===== config.mk =====
export PLATFORM = sky130hd
export DESIGN_NAME = ucnt_slice
export DESIGN_NICKNAME = d
export VERILOG_FILES = /design/src/rtl/ucnt_pkg.sv /design/src/rtl/ucnt_mode_dec.sv /design/src/rtl/ucnt_count_reg.sv /design/src/rtl/ucnt_carry_fsm.sv /design/src/rtl/ucnt_slice.sv
export SDC_FILE = /design/constraint.sdc
export NUM_CORES = 1
export LEC_CHECK = 0
export BUFFER_PORTS_ARGS = -buffer_cell sky130_fd_sc_hd__buf_2
export CAP_MARGIN = 20
export CORE_UTILIZATION = 56
export DETAILED_ROUTE_END_ITERATION = 7
export GPL_TIMING_DRIVEN = 1
export HOLD_SLACK_MARGIN = 0.06
export PLACE_DENSITY = 0.9
export SKIP_CTS_REPAIR_TIMING = 1
export SLEW_MARGIN = 15
export SYNTH_ARGS = -nofsm -noshare
export SYNTH_HDL_FRONTEND = slang
export SYNTH_SLANG_ARGS = --single-unit

===== constraint.sdc =====
create_clock -name clk -period 3.2 [get_ports clk]
set_clock_uncertainty 0.1 [all_clocks]
set_input_delay 0.48 -clock clk [delete_from_list [all_inputs] [get_ports clk]]
set_output_delay 0.48 -clock clk [all_outputs]
set_load 0.01 [all_outputs]

===== src/rtl/ucnt_pkg.sv =====
package ucnt_pkg;

    // Operation code, as driven on the select pins
    typedef enum logic [1:0] {
        OP_LOAD = 2'b00,
        OP_DOWN = 2'b01,
        OP_UP   = 2'b10,
        OP_HOLD = 2'b11
    } op_e;

    // State of the registered carry output
    typedef enum logic {
        CY_IDLE   = 1'b0,
        CY_ACTIVE = 1'b1
    } carry_e;

    // Registered decode of the count, taken from the next-state value
    typedef struct packed {
        logic at_top;    // count is all ones
        logic near_top;  // count is all ones minus one
        logic at_bot;    // count is zero
        logic near_bot;  // count is one
    } edge_flags_t;

endpackage


===== src/rtl/ucnt_mode_dec.sv =====
module ucnt_mode_dec
    import ucnt_pkg::*;
(
    input  logic [1:0] sel,
    output op_e        op,
    output logic       is_count,
    output logic       is_up
);

    always_comb begin
        op       = op_e'(sel);
        is_count = 1'b0;
        is_up    = 1'b0;
        unique case (op)
            OP_LOAD: begin
                is_count = 1'b0;
                is_up    = 1'b0;
            end
            OP_DOWN: begin
                is_count = 1'b1;
                is_up    = 1'b0;
            end
            OP_UP: begin
                is_count = 1'b1;
                is_up    = 1'b1;
            end
            OP_HOLD: begin
                is_count = 1'b0;
                is_up    = 1'b0;
            end
        endcase
    end

endmodule


===== src/rtl/ucnt_count_reg.sv =====
module ucnt_count_reg
    import ucnt_pkg::*;
#(
    parameter int W = 6
) (
    input  logic         clk,
    input  logic         mrst,
    input  op_e          op,
    input  logic         cin_n,
    input  logic [W-1:0] din,
    output logic [W-1:0] q,
    output edge_flags_t  flags
);

    localparam logic [W-1:0] TOP      = {W{1'b1}};
    localparam logic [W-1:0] ONE      = W'(1);
    localparam logic [W-1:0] NEAR_TOP = TOP - ONE;

    logic [W-1:0] q_nxt;
    edge_flags_t  flags_nxt;

    // Next count for each operation
    always_comb begin
        q_nxt = q;
        unique case (op)
            OP_LOAD: q_nxt = din;
            OP_UP:   q_nxt = cin_n ? q : q + ONE;
            OP_DOWN: q_nxt = cin_n ? q : q - ONE;
            OP_HOLD: q_nxt = q;
        endcase
    end

    // Look-ahead decode of the next value, so that the carry path
    // starts from flip-flops rather than from a wide compare
    always_comb begin
        flags_nxt.at_top   = (q_nxt == TOP);
        flags_nxt.near_top = (q_nxt == NEAR_TOP);
        flags_nxt.at_bot   = (q_nxt == '0);
        flags_nxt.near_bot = (q_nxt == ONE);
    end

    always_ff @(posedge clk or posedge mrst) begin
        if (mrst) begin
            q     <= '0;
            flags <= '{at_top: 1'b0, near_top: 1'b0, at_bot: 1'b1, near_bot: 1'b0};
        end else begin
            q     <= q_nxt;
            flags <= flags_nxt;
        end
    end

endmodule


===== src/rtl/ucnt_carry_fsm.sv =====
module ucnt_carry_fsm
    import ucnt_pkg::*;
(
    input  logic        clk,
    input  logic        mrst,
    input  op_e         op,
    input  logic        is_count,
    input  logic        is_up,
    input  logic        cin_n,
    input  logic        clin_n,
    input  edge_flags_t flags,
    output logic        cout_n,
    output logic        clout_n
);

    carry_e state;
    carry_e state_nxt;
    logic   term_next;
    logic   look;

    // Will the count after the coming edge be terminal, and is the chain below terminal then?
    always_comb begin
        if (is_up) begin
            term_next = cin_n ? flags.at_top : flags.near_top;
        end else begin
            term_next = cin_n ? flags.at_bot : flags.near_bot;
        end
        look = is_count & ~clin_n & term_next;
    end

    // Transitions: ARM, RELEASE, CLEAR, KEEP
    always_comb begin
        state_nxt = state;
        unique case (op)
            OP_LOAD: state_nxt = CY_IDLE;
            OP_HOLD: state_nxt = state;
            OP_UP,
            OP_DOWN: state_nxt = look ? CY_ACTIVE : CY_IDLE;
        endcase
    end

    always_ff @(posedge clk or posedge mrst) begin
        if (mrst) begin
            state <= CY_IDLE;
        end else begin
            state <= state_nxt;
        end
    end

    always_comb begin
        cout_n  = (state != CY_ACTIVE);
        clout_n = ~look;
    end

endmodule


===== src/rtl/ucnt_slice.sv =====
module ucnt_slice
    import ucnt_pkg::*;
#(
    parameter int W = 6
) (
    input  logic         clk,
    input  logic         mrst,
    input  logic [1:0]   sel,
    input  logic [W-1:0] din,
    input  logic         cin_n,
    input  logic         clin_n,
    output logic [W-1:0] q,
    output logic         cout_n,
    output logic         clout_n
);

    op_e         op;
    logic        is_count;
    logic        is_up;
    edge_flags_t flags;

    ucnt_mode_dec u_dec (
        .sel      (sel),
        .op       (op),
        .is_count (is_count),
        .is_up    (is_up)
    );

    ucnt_count_reg #(.W(W)) u_cnt (
        .clk   (clk),
        .mrst  (mrst),
        .op    (op),
        .cin_n (cin_n),
        .din   (din),
        .q     (q),
        .flags (flags)
    );

    ucnt_carry_fsm u_cy (
        .clk      (clk),
        .mrst     (mrst),
        .op       (op),
        .is_count (is_count),
        .is_up    (is_up),
        .cin_n    (cin_n),
        .clin_n   (clin_n),
        .flags    (flags),
        .cout_n   (cout_n),
        .clout_n  (clout_n)
    );

endmodule


==> metrics.yaml <==
synthTopCellsByCount: "inv_1 (14), dfrtp_1 (10), nand2_1 (9)"
pwr-share-seq_pct: 44.1
fin_area_um2: 997
crit_fanout: 8
drt-pass1-iter-count: 4
area_growth_pct: 12.9
drv_slew: 0
irDropWorstVdd_mv: 0.353
route.detailed.drc: 0
r2r_slack_ns: 1.02
cp-start-kind: "flip-flop"
yosysTopAreaCellShare_pct: 28.3
cp.arrival_ns: 2.25
relSlewSlack_pct: 68.5
cpLargestDelayFamily: "simple AND/OR/NAND/NOR gates"
final_hold_viol_count: 0
yosysSeqAreaShare_pct: 31.3
fin_cells: 135
syn_inst: 102
dieArea_um2: 1740
grt_pass1_wl_um: 3370
worstPathRequired_ns: 3.27
synth_most_common_cell: "inv_1"
p_leak_uw: 0.000472
switching_share_pct: 36.2
portBuffers: 19
hp-class: "in -> async"
num_antenna_cells: 0
status: "complete, no violations"
syn-num-nets: 120
power_density_nw_per_um2: 410
worstSetupStartpoint: "u_cnt.q[2]"
end_kind: "flip-flop"
ios: 20
die_w_um: 41.7
crit_cells: 5
fmax_mhz: 459
maxCapViolCount: 0
placed_cell_area_um2: 970
rows: 13
endpoint: "u_cnt.flags[3]"
initial_core_util_pct: 63.9
ys_ff_latch: 11
antenna_found_initial: 0
vias_per_cell: 6.18
grt_pass1_vias: 791
fin_setup_tns_ns: 0
place_inst: 131
numCtsBuffers: 3
root_buffer: "clkbuf_4"
wl_um: 1960
gp_congestion: 0.867
final.period_utilization_pct: 68.1
utilization_pct: 72.1
cts.sinks: 11
slowest_delay_ns: 0.55
wire_per_inst_um: 14.5
yosysTopAreaCell: "dfrtp_1"
clkPwrFrac_pct: 22.7
p_switching_uw: 148
internal_power_uw: 261
ys_async_sr_fraction_pct: 100
drtIter0Drc: 29
grt_overflow_total: 0
synth_warnings: 0
cts_buffer_depth: 2
synth_edf_count: 0
htreeDepth: 1
hpwl_um: 1560
synthFlopType: "dfrtp_1"
pwr-share-comb_pct: 33.1
period_minus_slack_ns: 2.18
synth_area_leaders: "dfrtp_1 (28%), ha_1 (8.5%), inv_1 (5.9%), mux2i_1 (4.5%), nand2_1 (3.8%)"
synthesis.area_um2: 883
crit_chain: "or4_4, xor2_1, o211a_1, or2_1, nor4_1"
clk_pin_slew_ns: 0.07
r2r-end: "u_cnt.flags[3]"
crit_type: "reg -> reg"
core_area_um2: 1380
grt_max_degree: 14
vias: 834
layout-drive-gt1-share_pct: 25.8
r2r_cells: 5
fp.dieH_um: 41.7
pre_cts_slack_ns: 0.812
drtAntennaViolNets: 0
insertion_delay_ns: 0.27
slowest_stage: "or4_4"
ys_types: 38
timing.rr.start: "u_cnt.q[2]"
rsz0062_at_grt: "false"
path_buf_inv: 0
cts_tree: "done"
syn_area_per_cell_um2: 8.66
worstMarginPinSlew_ns: 0.473
track_usage_pct: 24.9
worst_slack_ns: 1.02
finalSetupViolations: 0
nets: 139
[cells by family after synthesis]
family / count (synthesis) / share of synthesized area [%]
and+or+nand+nor: 37 / 23.9
AOI/OAI and AO/OA: 20 / 17.1
buffers and inverters: 19 / 9.06
DFF: 11 / 31.3
muxes: 6 / 7.08
adders and majority gates: 6 / 8.50
xor gates and xnor gates: 3 / 2.98
[power by group through the flow]
stage	combinational [uW]	clock, uW	sequential [uW]
after floorplan	104	0	174
after global placement	129	0	181
after detailed placement	134	0	182
after CTS	135	94.1	179
after global routing	150	100	183
final	136	93.0	180
[metrics by stage]
step / power, uW / hold slack [ns]
2_1_floorplan: 278 / 0.232
3_3_place_gp: 310 / 0.367
3_5_place_dp: 316 / 0.373
4_1_cts: 409 / 0.0818
5_1_grt: 434 / 0.127
6_report: 409 / 0.0770
[cell type report]
type                       instances  area, um2
clock buffer                       3       22.5
clock inverter                     1       5.00
fill                             118        385
inverter                          14       52.6
multi-input combinational         72        527
sequential                        11        277
tap                               15       18.8
timing repair buffer              19       95.1
[registers in the layout (all words and copies together), names as in the netlist]
| register | flops |
|---|---|
| u_cnt.flags | 4 |
| u_cnt.q | 6 |
| u_cy.state | 1 |
[worst reg2reg max path, cell delays in order, from the launching register on]
cell and delay, ns:
dfrtp_1 0.48, or4_4 0.55, xor2_1 0.16, o211a_1 0.24, or2_1 0.27, nor4_1 0.28
[worst min-delay path by stage]
stage               from             end  slack [ns]  cells after the start
floorplan           mrst  u_cnt.flags[0]        0.23                      1
global placement    mrst      u_cnt.q[3]        0.37                      2
detailed placement  mrst      u_cnt.q[3]        0.37                      2
CTS                 mrst      u_cnt.q[3]        0.08                      2
global route        mrst      u_cnt.q[4]        0.13                      2
finish              mrst      u_cnt.q[3]        0.08                      2
[routing by layer]
metal  share of wire [%]  global-route usage (%)
met1                  43                    31.7
met2                  51                    43.4
met3                 5.1                    1.30
met4                 1.1                    11.0
met5                   0                       0
[layout by cell type (no fill, tap or decap), types with 4 or more instances in the layout]
cell type	n
dfrtp_1	10
nor4_1	5
mux2i_1	4
nor2_1	4
ha_1	6
inv_1	14
nand2b_1	5
nand2_1	9
a21oi_1	5
buf_2	19
No activity file was read; power rests on OpenSTA's default activity.
